$ cat src/rtl/seg_addr_gen.sv
module seg_addr_gen #(
  parameter int OFS_W = 16,
  parameter int SHIFT = 4
) (
  input  logic                   clk,
  input  logic                   rst_n,
  input  logic                   seg_we,
  input  logic [1:0]             seg_wsel,
  input  logic [OFS_W-1:0]       seg_wdata,
  input  logic [OFS_W-1:0]       ip,
  input  logic [2:0]             mode,
  input  logic [OFS_W-1:0]       base_val,
  input  logic                   base_bp,
  input  logic [OFS_W-1:0]       index_val,
  input  logic                   index_di,
  input  logic                   single_idx,
  input  logic                   str_dst,
  input  logic [OFS_W-1:0]       disp,
  input  logic                   disp_wide,
  input  logic                   ovr_en,
  input  logic [1:0]             ovr_sel,
  output logic [OFS_W-1:0]       eff_offset,
  output logic [OFS_W+SHIFT-1:0] phys_addr,
  output logic [OFS_W+SHIFT-1:0] fetch_addr
);
  localparam int PA_W = OFS_W + SHIFT;
  localparam logic [1:0] SEG_CODE  = 2'd0;
  localparam logic [1:0] SEG_DATA  = 2'd1;
  localparam logic [1:0] SEG_STACK = 2'd2;
  localparam logic [1:0] SEG_EXTRA = 2'd3;

  logic [OFS_W-1:0] seg_q [4];
  logic [OFS_W-1:0] disp_ext, single_val;
  logic [1:0]       single_seg, dflt_seg, use_seg;

  always_ff @(posedge clk or negedge rst_n) begin
    if (!rst_n) begin
      for (int i = 0; i < 4; i++) seg_q[i] <= '0;
    end else if (seg_we) begin
      seg_q[seg_wsel] <= seg_wdata;
    end
  end

  assign disp_ext   = disp_wide ? disp : {{(OFS_W-8){disp[7]}}, disp[7:0]};
  assign single_val = single_idx ? index_val : base_val;
  assign single_seg = single_idx ? ((index_di && str_dst) ? SEG_EXTRA : SEG_DATA)
                                 : (base_bp ? SEG_STACK : SEG_DATA);

  always_comb begin
    case (mode)
      3'd1: begin eff_offset = single_val;                       dflt_seg = single_seg; end
      3'd2: begin eff_offset = single_val + disp_ext;            dflt_seg = single_seg; end
      3'd3: begin eff_offset = base_val + index_val;             dflt_seg = base_bp ? SEG_STACK : SEG_DATA; end
      3'd4: begin eff_offset = base_val + index_val + disp_ext;  dflt_seg = base_bp ? SEG_STACK : SEG_DATA; end
      default: begin eff_offset = disp_ext;                      dflt_seg = SEG_DATA; end
    endcase
  end

  assign use_seg    = ovr_en ? ovr_sel : dflt_seg;
  assign phys_addr  = {seg_q[use_seg], {SHIFT{1'b0}}} + PA_W'(eff_offset);
  assign fetch_addr = {seg_q[SEG_CODE], {SHIFT{1'b0}}} + PA_W'(ip);
endmodule

$ cat config.mk
export PLATFORM = sky130hd
export DESIGN_NAME = seg_addr_gen
export DESIGN_NICKNAME = d
export VERILOG_FILES = /design/src/rtl/seg_addr_gen.sv
export SDC_FILE = /design/constraint.sdc
export NUM_CORES = 1
export LEC_CHECK = 0
export BUFFER_PORTS_ARGS = -buffer_cell sky130_fd_sc_hd__buf_4
export CAP_MARGIN = 25
export CORE_MARGIN = 3
export CORE_UTILIZATION = 25
export DETAILED_ROUTE_END_ITERATION = 8
export PLACE_DENSITY = 0.52
export SYNTH_ARGS = -nofsm -noshare
export SYNTH_HDL_FRONTEND = slang
export SYNTH_SLANG_ARGS = --single-unit
$ cat constraint.sdc
create_clock -name clk -period 6.2 [get_ports clk]
set_input_delay 0.62 -clock clk [delete_from_list [all_inputs] [get_ports clk]]
set_output_delay 0.62 -clock clk [all_outputs]
set_load 0.05 [all_outputs]
# Word level (Yosys, flattened, before mapping)
# Cells that the tools add are included.
op_classes:
  add_sub_neg: 5
  magnitude_cmp: 3
  n_eq_ne: 4
  muxes: 14
  bitwise: 2
  n_reduce_logical: 4
ops:
  columns: ["operator", "n"]
  rows:
  - ["two-way mux 16 bit", 5]
  - ["bitwise mux 64 bit", 1]
  - ["case mux 16 bit (4 select lines)", 1]
  - ["adder 16 bit", 3]
  - ["adder 20 x 16 -> 20 bit", 2]
  - ["binary-select mux 16 bit (select 2 bit)", 1]
  - ["demux 16 bit (select 2 bit)", 1]
  - ["two-way mux 2 bit", 4]
  - ["equality test 3 x 2 -> 1 bit, second input constant", 2]
  - [">= comparator 3 bit, second input constant", 2]
  - ["NOT 2 -> 3 bit", 2]
  - ["case mux 2 bit (2 select lines)", 1]
  - ["OR reduction 2 bit", 2]
  - ["equality test 3 x 1 -> 1 bit, second input constant", 1]
  - ["equality test 3 bit, second input constant", 1]
  - ["< comparator 3 x 1 -> 1 bit, second input constant", 1]
  - ["logical AND 1 bit", 2]
totals:
  regBits: 64
  inputBits: 96
  word_cells: 36

# Depth between registers and ports, before layout
# Gate-level depths: netlist of run 1.
logic_depth:
  word_depth: 10
  mapped_depth: 28

# Worst setup path after synthesis of run 1
# No wires, ideal clock.
synth_timing:
  kind: "input to output"
  from: "in base_val[0]"
  to: "out phys_addr[13]"
  arrival_time_ps: 7075
  path_slack_ps: -1495
  cell_stages: 24
  cell_sequence: "ha_1 fa_1 a21o_1 a21oi_1 o21ai_0 a31oi_1 xnor2_1 nor2_1 a21oi_1 ha_1 or3_1 nor3_2 o31ai_1 a21oi_1 xnor2_1 a21oi_1 o2bb2ai_1 a311oi_1 ha_1 nand3_1 nand2_1 a41oi_1 a21bo_2 a21boi_0"
synth_via:
  elab_chain_len: 4
  elab_cells_between_ends: 6
synth_rtl:
  columns: ["item", "line", "rtl"]
  rows:
  - ["start: declaration", "12", "input logic [OFS_W-1:0] base_val,"]
  - ["adder 16 bit or two-way mux 16 bit (tied branches)", "53, 54, 45", null]
  - ["adder 16 bit (on tied branches)", "54, 52", null]
  - ["case mux 16 bit (4 select lines) *", "50", "case (mode)"]
  - ["via eff_offset[11]", "22", "output logic [OFS_W-1:0] eff_offset,"]
  - ["adder 20 x 16 -> 20 bit *", "60", "assign phys_addr = {seg_q[use_seg], {SHIFT{1'b0}}} + PA_W'(eff_offset);"]
  - ["end: declaration", "23", "output logic [OFS_W+SHIFT-1:0] phys_addr,"]
# The timed path passes the listed nets; every way through them passes the cells marked *.

# Final worst setup path of run 1
layout_timing:
  from: "in base_val[0]"
  to: "out phys_addr[19]"
layout_via:
  elab_chain_len: 4
  elab_cells_between_ends: 6
layout_rtl:
  columns: ["item", "line"]
  rows:
  - ["adder 16 bit or two-way mux 16 bit (tied branches)", "53, 54, 45"]
  - ["adder 16 bit (on tied branches)", "54, 52"]
  - ["case mux 16 bit (4 select lines) *", "50"]
  - ["adder 20 x 16 -> 20 bit *", "60"]
# Mark *: on every way between the ends. The rest lies on a longest branch, timed or not.

==> results.txt, run 1 <==
----------------------------------------------------
[Timing]
  Final Hold Slack ... 386 ps
  Normalized max-slew margin ... 35.5%
  Transition at the pin with the smallest max-transition slack ... 964 ps
  Number of hold violations in the final report ... 0
  Final setup fails ... 0
  RSZ-0062 raised after global routing ... true
  Fin Clk Skew ... 0 ps
  Achievable Freq ... 167 MHz
  Final worst path period need ... 5990 ps
  Pins over their slew limit ... 0
  Period utilisation layout ... 96.6%

[Finish]
  Total Nets Final ... 1052
  Largest regs ... seg_q: 64 flops
  Largest Register ... seg_q
  N_diodes ... 0
  Final Cell Area ... approximately 9300 um2
  Max reg flops ... 64
  P&R area growth vs syn ... 43.2%
  Number of filler cells placed in the layout ... 2534
  Proportion of layout cells with a drive suffix above 1 ... 44.3%

[Yosys]
  Share of Yosys cell area claimed by the top area cell type ... between 20% and 30%
  Most used standard cells in the synthesized netlist ... 67 x mux2_2, 66 x a21oi_1, 64 x dfrtp_1, 55 x ha_1, 46 x nor2_1
  Post-Syn Nets ... 844
  Synth async-reset ratio ... 100%
  Synthesis Warnings ... 0
  Number of instances in the synthesized netlist ... approximately 690
  Mean post-synth cell area ... 9.39 um2
  Cells taking the most area after synthesis ... dfrtp_1 25%, mux2_2 12%, ha_1 11%
  Number of synthesized flops with an enable pin ... 0
  Number of distinct standard cells referenced by the synthesized netlist ... 73
  Post-synthesis sequential area ratio ... 24.8%
  Area leader, netlist ... dfrtp_1
  Synthesis-stage register bit count ... 64
  Most instantiated library cell after synthesis ... mux2_2
  Main flop type after synthesis ... dfrtp_1
  Post-Synthesis Cell Area ... roughly 6500 um2

[Detailed routing]
  Routed len/inst ... 16.4 um
  Via density per instance ... 4.84
  Post-Route WL ... 20200 um
  Final routed DRC violation total ... 0
  Count of vias placed by the detailed router ... 5957
  Violation count after the first detailed-route iteration ... 286
  Remaining antenna violation count after routing ... 0
  DRT Pass-1 Iters ... 4

[Placed design]
  Half-perimeter wire length after placement ... 16200 um
  Dpl cell area ... 8630 um2
  Gp weighted congestion ... roughly 0.84
  Port bufs ... between 100 and 150

[Worst setup path]
  Worst reg-to-reg path cell count ... 1
  First element of the critical path ... base_val[0]
  Startpoint of the worst-slack reg-to-reg timing path ... seg_q[60]
  Number of buffers and inverters on the critical path ... 3
  Required time of the critical path ... 5580 ps
  Reg2Reg Setup Slack ... approximately 5400 ps
  Worst setup path category ... primary input to output pin
  Slowest stage cell on the critical path ... ha_2
  Largest stage delay on the critical path ... between 300 and 400 ps
  Crit path top cell by count ... nand3_2
  CP arrival ... 5370 ps
  Critical Path Sink ... phys_addr[19]
  Endpoint class of the critical path ... output pin
  Crit Path Max Fanout ... 5
  Number of cells on the critical path ... 29
  CP delay by family, top ... compound AO/OA/AOI/OAI gates
  Critical path launch point type ... primary input
  Capture point of the worst reg-to-reg path ... seg_q[60]

[Clock tree]
  Total clock sinks ... 64
  CTS tree ... done
  Clock slew at the register clock pins of the worst setup and hold paths ... 50 ps
  Clock H-tree levels ... 3
  Number of buffers inserted during clock tree synthesis ... 9
  Clock latency on the worst-skew pair ... 330 ps
  Clock Tree Root ... clkbuf_16
  Number of buffers between clock root and the deepest sink ... 2

[Power and ir drop]
  Total power divided by cell area ... between 300 and 400 nW/um2
  Lkg Pwr ... 0.00410 uW
  Total power after layout ... 3070 uW
  Peak supply drop ... 287 uV

[Die]
  Starting density of the core ... 25.5%
  Width of the die ... about 170 um
  Number of cell rows ... 58
  Floorplan Core Area ... 25300 um2
  Die extent in y ... 167 um
  Io pins ... 152
  Die area ... approximately 28000 um2

[Global routing]
  Wire length of the first global-routing pass ... 31600 um
  Largest net degree at the start of global routing ... 65
  Number of antenna violations at the first check in global routing ... 0
  Aggregate global routing overflow ... 0
  GRT Total Usage ... approximately 14%
  Vias in the first global route ... approximately 6000

[Run status]
  Status ... finished clean

[Job]
  Number of max-cap violations ... 0

[Hold path]
  Tightest Hold Check Type ... primary input to async pin

----------------------------------------------------
==> per-stage QoR <==
step,utilization [%],setup WS [ps],TNS [ps],instances
2_1_floorplan,-,13.2,0,689
3_3_place_gp,34.1,-146,-262,1210
3_5_place_dp,34.1,-180,-441,1210
4_1_cts,35.3,5.21,0,1225
5_1_grt,36.6,-111,-213,1230
6_report,36.6,213,0,1230
==> layout by cell type (no fill, tap or decap), types with 12 or more instances in the layout <==
cell type  Yosys  final
ha_1          55     47
nor3_1        15     13
xnor2_1       41     36
buf_4         10    215
dfrtp_1       64     64
mux4_2        14     14
nor2_1        46     45
nand2_1       41     39
nand3_1       16     13
inv_1         29     29
mux2i_1       25     25
a21o_1        12     12
o21ai_0       30     23
a21oi_1       66     53
xor2_1        15     12
mux2_2        67     67
==> area by class of cell <==
class / instances / area (um2) / area share [%]
Clock inverter: 1 / 5.00 / 0.0540
Inverter: 29 / 109 / 1.18
Tap cell: 330 / 413 / 4.46
Multi-Input combinational cell: 566 / 5130 / 55.3
Clock buffer: 13 / 250 / 2.70
Timing Repair Buffer: 227 / 1760 / 19.0
Sequential cell: 64 / 1600 / 17.3
==> where the power goes <==
part	switching, uW	internal (uW)
Sequential	50.8	498
Combinational	1220	871
Clock	160	276
==> worst min-delay path by stage <==
stage               startpoint         to  slack (ps)  cells after the start
global placement     seg_q[10]  seg_q[10]         480                      1
floorplan                rst_n   seg_q[0]         320                      0
global route             rst_n  seg_q[13]         460                      1
finish                   rst_n  seg_q[29]         390                      1
CTS                      rst_n  seg_q[45]         420                      1
detailed placement   seg_q[21]  seg_q[21]         490                      1
==> timing repair <==
action                                  4_1_cts  5_1_grt
buffers inserted                              1        4
hold buffers                                  0        0
pin swaps                                     6       40
endpoints found under the setup margin        6        8
resized for setup                            10       55
==> kinds of logic (layout without fill, tap and decap cells) <==
family	Yosys count	count (layout)	synth area share [%]
xor+xnor	57	57	8.01
buf+inv	59	270	4.16
mux	106	106	20.4
fa+ha+maj	60	60	12.0
flops	64	64	24.8
compound gates	186	186	19.1
simple gates	157	157	11.6
==> metal layers <==
metal,up-vias,GRT usage (%),part of all wire [%]
li1,2965,-,-
met1,2818,18.8,46
met2,154,23.1,47
met3,20,3.01,5.6
met4,0,3.41,1.9
met5,-,0,0
Note: power is estimated with default switching activity, not from simulation.
==> inputs of run 2 (changes only) <==
--- a/config.mk
+++ b/config.mk
@@ -5,6 +5,7 @@
 export SDC_FILE = /design/constraint.sdc
 export NUM_CORES = 1
 export LEC_CHECK = 0
+export ABC_AREA = 1
 export BUFFER_PORTS_ARGS = -buffer_cell sky130_fd_sc_hd__buf_4
 export CAP_MARGIN = 25
 export CORE_MARGIN = 3
==> run 2 against run 1 <==
Against the previous run: area after synthesis is 0.23% lower; clock-buffer cell count decreased by 2; critical path depth rose by 1; hold slack worse by 6.2 ps; register-to-register slack better by 100 ps; wire length up 11%; die area shrank 0.22%; flip-flop and latch count stayed put; non-clock buffer count decreased by 70; clock skew did not move; highest routed layer unchanged.
==> results.txt, run 2 <==
----------------------------------------------------
[Clock tree]
  Total clock sinks ... 64 (unchanged)
  Clock H-tree levels ... 3 (unchanged)
  Number of buffers between clock root and the deepest sink ... 2 (unchanged)
  Clock latency on the worst-skew pair ... 340 ps (about the same)
  Cts-stage hold buffer count ... 0 (unchanged)
  Number of buffers inserted during clock tree synthesis ... 9 (unchanged)
  Clock slew at the register clock pins of the worst setup and hold paths ... 50 ps (about the same)
  Clock Tree Root ... clkbuf_16
  CTS tree ... done

[Timing]
  Number of hold violations in the final report ... 0 (unchanged)
  Worst setup slack after layout ... 422 ps (+209 ps)
  Final worst path period need ... 5780 ps (-209 ps)
  Final Hold Slack ... 380 ps (-6.15 ps)
  Final setup fails ... 0 (unchanged)
  Normalized max-slew margin ... 44.1% (+8.6 points)
  Transition at the pin with the smallest max-transition slack ... 838 ps (-126 ps)
  Setup_tns ... 0 ps (unchanged)
  Achievable Freq ... 173 MHz (+3.6%)
  Period utilisation layout ... 93.2% (-3.4 points)
  Fin Clk Skew ... 0 ps (unchanged)
  Pins over their slew limit ... 0 (unchanged)

[Die]
  Width of the die ... 167 um (-0.11%)
  Die extent in y ... 167 um (-0.11%)
  Io pins ... 152 (unchanged)
  Number of cell rows ... 58 (unchanged)
  Starting density of the core ... 25.6% (about the same)
  Die area ... 27800 um2 (-0.22%)
  Floorplan Core Area ... 25300 um2 (-0.29%)

[Detailed routing]
  DRT Pass-1 Iters ... 5 (+1)
  Violation count after the first detailed-route iteration ... 373 (+30%)
  Via density per instance ... 4.67 (-3.6%)
  Final routed DRC violation total ... 0 (unchanged)
  Remaining antenna violation count after routing ... 0 (unchanged)
  Count of vias placed by the detailed router ... 6687 (+12%)
  Routed len/inst ... 15.6 um (-5.1%)
  Post-Route WL ... 22300 um (+11%)

[Global routing]
  Number of antenna violations at the first check in global routing ... 0 (unchanged)
  Aggregate global routing overflow ... 0 (unchanged)
  Wire length of the first global-routing pass ... 35100 um (+11%)
  GRT Total Usage ... 15.7% (+1.6 points)
  Vias in the first global route ... 6539 (+9.8%)
  Largest net degree at the start of global routing ... 65 (unchanged)

[Worst setup path]
  Required time of the critical path ... 5580 ps (about the same)
  Largest stage delay on the critical path ... 400 ps (+20 ps)
  Slowest stage cell on the critical path ... fa_1
  Endpoint class of the critical path ... output pin
  Worst setup path category ... primary input to output pin
  Critical path launch point type ... primary input
  CP arrival ... 5160 ps (-210 ps)
  Crit Path Max Fanout ... 4 (-1)

[Placed design]
  Half-perimeter wire length after placement ... 17800 um (+10%)
  Number of cells in the design after placement ... 1416 (+17%)
  Worst setup timing slack at the placement stage ... 124 ps (+304 ps)
  Gp weighted congestion ... 0.921 (+9.7%)
  Port bufs ... 143 (unchanged)

[Finish]
  Largest Register ... seg_q
  Number of filler cells placed in the layout ... 2823 (+11%)
  Largest regs ... seg_q: 64 flops
  Leading cell type in the layout, fill and taps excluded ... nand2_1
  Fin cells ... 1433 (+17%)
  Proportion of layout cells with a drive suffix above 1 ... 19.6% (-25 points)
  Max reg flops ... 64 (unchanged)
  N_diodes ... 0 (unchanged)
  Total Nets Final ... 1253 (+19%)
  Commonest non-fill, non-tap cells in the layout ... 282 x nand2_1, 155 x buf_4, 123 x o21ai_0
  P&R area growth vs syn ... 27.5%
  Multi-input logic area ... 4360 um2 (-15%)
  Storage element area ... 1600 um2 (unchanged)

[Yosys]
  Main flop type after synthesis ... dfrtp_1
  Area leader, netlist ... dfrtp_1
  Mean post-synth cell area ... 6.67 um2 (-29%)
  Post-synthesis sequential area ratio ... 24.8% (+0.058 points)
  Number of distinct standard cells referenced by the synthesized netlist ... 43 (-41%)
  Cells taking the most area after synthesis ... dfrtp_1 25%, nand2_1 16%, ha_1 11%
  Synthesis-stage register bit count ... 64 (unchanged)
  Number of instances in the synthesized netlist ... 968 (+40%)
  Most used standard cells in the synthesized netlist ... 283 x nand2_1, 127 x o21ai_0, 86 x inv_1, 69 x a21oi_1, 64 x dfrtp_1
  Synth async-reset ratio ... 100% (unchanged)
  Most instantiated library cell after synthesis ... nand2_1
  Post-Synthesis Cell Area ... 6450 um2 (-0.23%)
  Number of synthesized flops with an enable pin ... 0 (unchanged)
  Post-Syn Nets ... 1123 (+33%)
  Share of Yosys cell area claimed by the top area cell type ... 24.8% (+0.058 points)
  Synthesis Warnings ... 0 (unchanged)

[Run status]
  Status ... finished clean

[Job]
  Number of max-cap violations ... 0 (unchanged)

[Power and ir drop]
  Lkg Pwr ... 0.00424 uW (+3.4%)
  Total power divided by cell area ... 303 nW/um2 (-8.8%)
  Peak supply drop ... 189 uV (-34%)

[Hold path]
  Tightest Hold Check Type ... primary input to async pin

----------------------------------------------------
-- run 2: changes by cell type after synthesis, sizes merged, moves of 23 or more --
| cell | change |
|---|---|
| inv | +63 |
| mux2i | -23 |
| nand3 | +47 |
| nand2 | +249 |
| o21ai | +96 |
| mux2 | -67 |
| xnor2 | -29 |
-- run 2: repair_timing --
item,in CTS,in global routing
buffers inserted,0,1
gates resized for setup,0,11
endpoints found under the setup margin,0,6
-- run 2: final cells by class --
cell class | count | area share, %
Clock inverter | 5 | 0.380
Tap cell | 330 | 5.02
Timing Repair Buffer | 157 | 14.8
Multi-Input combinational cell | 774 | 53.0
Clock buffer | 11 | 3.07
Inverter | 92 | 4.23
Sequential cell | 64 | 19.5
-- run 2: worst paths after layout --
path,startpoint,endpoint,slack (ps),cells after the start
worst max-delay path,base_val[0],phys_addr[19],420,30
worst min-delay path,rst_n,seg_q[45],380,1
worst max register to register,seg_q[60],seg_q[60],5450,2
worst min register to register,seg_q[5],seg_q[5],480,2
max in group asynchronous,rst_n,seg_q[41],5260,1
min in group clk,seg_q[5],seg_q[5],480,2
-- run 2: kinds of logic after synthesis --
logic type                 after synthesis  share of synthesized area [%]
buffers and inverters                  130                           8.30
xor gates and xnor gates                39                           5.29
and+or+nand+nor                        436                           29.3
muxes                                    2                          0.310
adders and majority gates               59                           11.9
DFF                                     64                           24.8
AOI/OAI and AO/OA                      238                           20.1
-- run 2: per-layer routing --
| metal | global-route usage (%) | vias up | share of wire [%] | wire (um) |
|---|---|---|---|---|
| met5 | 0 | - | 0 | 0 |
| met3 | 2.49 | 25 | 4.9 | 1090 |
| met1 | 21.5 | 2990 | 47 | 10600 |
| met4 | 4.56 | 0 | 2.6 | 577 |
| met2 | 25.5 | 180 | 45 | 10100 |
| li1 | - | 3492 | - | - |
-- run 2: critical path: cells and delay by family --
family	cells	cell delay [ps]
buffers and inverters	3	400
AO/OA/AOI/OAI	6	950
XOR/XNOR	1	200
AND/OR/NAND/NOR	16	1700
adder cells (fa/ha/maj)	4	1260
-- run 2: report_power, final --
group          switching (uW)  internal (uW)  total, uW
clock                     188            291        479
sequential               47.0            485        532
combinational            1010            473       1480
-- run 2: stage by stage --
stage / power [uW] / instance area (um2) / utilization, %
finish: 2490 / 8230 / 32.6
global route: 2660 / 8230 / 32.6
CTS: 2500 / 8190 / 32.4
detailed placement: 2020 / 7910 / 31.3
global placement: 2010 / 7850 / 31.1
floorplan: 1560 / 6470 / -
==> inputs of run 3 (changes only) <==
--- a/config.mk
+++ b/config.mk
@@ -11,7 +11,7 @@
 export CORE_MARGIN = 3
 export CORE_UTILIZATION = 25
 export DETAILED_ROUTE_END_ITERATION = 8
-export PLACE_DENSITY = 0.52
+export PLACE_DENSITY = 0.5
 export SYNTH_ARGS = -nofsm -noshare
 export SYNTH_HDL_FRONTEND = slang
 export SYNTH_SLANG_ARGS = --single-unit
==> constraint.sdc (replaced) <==
create_clock -name clk -period 7.35 [get_ports clk]
set_input_delay 0.735 -clock clk [delete_from_list [all_inputs] [get_ports clk]]
set_output_delay 0.735 -clock clk [all_outputs]
set_load 0.05 [all_outputs]
==> run 3 against run 2 <==
Against the previous run: sequential power down 16%; flip-flop and latch count is the same; first-iteration DRC count is 8.0% higher; register-to-register slack improved by 1200 ps; die area did not move; critical path type unchanged; largest cell class unchanged; largest power group unchanged.
==> results.txt, run 3 (synthesis gave the netlist of run 2 again) <==
----------------------------------------------------
[Clock tree]
  Clock Tree Root ... clkbuf_16
  Total clock sinks ... 64 (unchanged)
  CTS tree ... done
  Resized Gates After CTS ... 0 (unchanged)
  Buffers inserted by post-CTS timing repair ... 0 (unchanged)
  Number of buffers inserted during clock tree synthesis ... 9 (unchanged)
  Cts-stage hold buffer count ... 0 (unchanged)
  Number of buffers between clock root and the deepest sink ... 2 (unchanged)
  Clock slew at the register clock pins of the worst setup and hold paths ... 60 ps (about the same)
  Clock H-tree levels ... 3 (unchanged)
  Clock latency on the worst-skew pair ... 330 ps (about the same)

[Finish]
  Max reg flops ... 64 (unchanged)
  Commonest non-fill, non-tap cells in the layout ... 283 x nand2_1, 148 x buf_4, 127 x o21ai_0
  Leading cell type in the layout, fill and taps excluded ... nand2_1
  Post-layout util ... 32.3% (-0.24 points)
  Proportion of layout cells with a drive suffix above 1 ... 18.2% (-1.3 points)
  P&R area growth vs syn ... 26.5%
  Largest Register ... seg_q
  N_diodes ... 0 (unchanged)
  Largest regs ... seg_q: 64 flops
  Total Nets Final ... 1246 (-0.56%)

[Die]
  Starting density of the core ... 25.6% (unchanged)
  Die area ... 27800 um2 (unchanged)
  Number of cell rows ... 58 (unchanged)
  Floorplan Core Area ... 25300 um2 (unchanged)
  Die extent in y ... 167 um (unchanged)
  Width of the die ... 167 um (unchanged)
  Io pins ... 152 (unchanged)

[Timing]
  Period utilisation layout ... 86.8%
  Number of hold violations in the final report ... 0 (unchanged)
  Final worst path period need ... between 6000 and 7000 ps
  RSZ-0062 raised after global routing ... false
  Achievable Freq ... 157 MHz
  Fin Clk Skew ... 0 ps (unchanged)
  Final setup fails ... 0 (unchanged)
  Pins over their slew limit ... 0 (unchanged)
  Setup_tns ... 0 ps (unchanged)
  Transition at the pin with the smallest max-transition slack ... 835 ps (-3.06 ps)
  Normalized max-slew margin ... 44.3% (+0.20 points)
  Worst setup slack after layout ... 970 ps (+549 ps)

[Power and ir drop]
  Clock share of power ... 21.4% (+2.2 points)
  Peak supply drop ... 117 uV (-38%)
  Lkg Pwr ... 0.00421 uW (-0.72%)
  Power share of the combinational group ... 57.7% (-1.8 points)
  Internal power contribution ... 1100 uW (-12%)
  Switch Pwr ... 1040 uW (-16%)
  Sw Ratio ... 48.6% (-1.3 points)
  Total power after layout ... 2140 uW (-14%)
  Relative contribution of sequential cells to total power ... 20.9% (-0.4 points)
  Total power divided by cell area ... 262 nW/um2 (-13%)

[Placed design]
  Half-perimeter wire length after placement ... 17700 um (-0.84%)
  Gp weighted congestion ... 0.907 (-1.5%)
  Worst setup timing slack at the placement stage ... 957 ps (+833 ps)
  Port bufs ... 143 (unchanged)

[Worst setup path]
  CP arrival ... 5640 ps (+480 ps)
  Endpoint class of the critical path ... output pin
  Critical path launch point type ... primary input
  Required time of the critical path ... 6610 ps (+1030 ps)
  Worst setup path category ... primary input to output pin
  Crit Path Max Fanout ... 5 (+1)

[Detailed routing]
  Post-Route WL ... 22100 um (-0.81%)
  DRT Pass-1 Iters ... 5 (unchanged)
  Remaining antenna violation count after routing ... 0 (unchanged)
  Count of vias placed by the detailed router ... 6748 (+0.91%)
  Violation count after the first detailed-route iteration ... 403 (+8.0%)
  Final routed DRC violation total ... 0 (unchanged)
  Routed len/inst ... 15.5 um (-0.32%)
  Via density per instance ... 4.73 (+1.4%)

[Run status]
  Status ... finished clean

[Global routing]
  Largest net degree at the start of global routing ... 65 (unchanged)
  GRT Total Usage ... 15.6% (-0.092 points)
  Wire length of the first global-routing pass ... 35100 um (about the same)
  Number of antenna violations at the first check in global routing ... 0 (unchanged)
  Vias in the first global route ... 6505 (-0.52%)
  Aggregate global routing overflow ... 0 (unchanged)

[Hold path]
  Tightest Hold Check Type ... flop to flop

[Job]
  Number of max-cap violations ... 0 (unchanged)

----------------------------------------------------
-- run 3: cell types whose count changed in the layout (fill, tap and decap cells not counted), sizes merged --
cell / delta
buf: -7
bufinv: +2
clkbuf: -1
clkinv: -1
-- run 3: power by group through the flow --
stage | clock [uW] | combinational [uW] | sequential, uW
2_1_floorplan | 0 | 872 | 440
3_3_place_gp | 0 | 1230 | 452
3_5_place_dp | 0 | 1240 | 453
4_1_cts | 469 | 1240 | 448
5_1_grt | 481 | 1350 | 455
6_report | 458 | 1230 | 448
-- run 3: metal layers --
layer / global-route usage, % / wire length, um / part of all wire, % / vias up
met5: 0 / 0 / 0 / -
met2: 26.0 / 10300 / 46 / 157
met4: 3.59 / 395 / 1.8 / 0
met1: 21.0 / 10300 / 46 / 3100
met3: 2.82 / 1190 / 5.4 / 21
li1: - / - / - / 3470
-- run 3: area by class of cell --
type                            count  area (um2)
Fill cell                        2813       17100
Inverter                           92         348
Clock buffer                       10         239
Timing Repair Buffer              150        1170
Sequential cell                    64        1600
Clock inverter                      6        82.6
Multi-Input combinational cell    774        4320
Tap cell                          330         413
-- run 3: critical path, cell delays in order --
cell	delay, ps
buf_4	110
ha_1	210
fa_1	400
nand3_1	100
nand2_1	110
nand3_1	90
nand2_1	90
xnor2_1	220
o21ai_0	110
ha_1	360
a21o_1	230
nor2_1	90
o21ai_0	160
a21o_1	250
or2_2	280
nand3_1	70
o2111ai_1	200
ha_1	430
nand2_1	90
nor3_1	130
a21oi_1	130
o21ai_0	350
nand3_1	120
nand2_1	160
xor2_1	180
buf_4	220
-- run 3: path summary, 6_finish.rpt --
path	startpoint	to	slack (ps)	cells after the start
setup / recovery	base_val[0]	phys_addr[16]	970	26
hold / removal	seg_q[26]	seg_q[26]	480	2
setup reg to reg	seg_q[61]	seg_q[61]	6620	2
hold reg to reg	seg_q[26]	seg_q[26]	480	2
max in group asynchronous	rst_n	seg_q[5]	6300	1
min in group asynchronous	rst_n	seg_q[13]	500	1
-- run 3: through the flow --
stage / hold slack [ps] / instances / area, um2
3_5_place_dp: 469 / 1410 / 7850
2_1_floorplan: 439 / 968 / 6450
5_1_grt: 502 / 1426 / 8170
6_report: 479 / 1426 / 8170
3_3_place_gp: 463 / 1408 / 7790
4_1_cts: 483 / 1426 / 8170
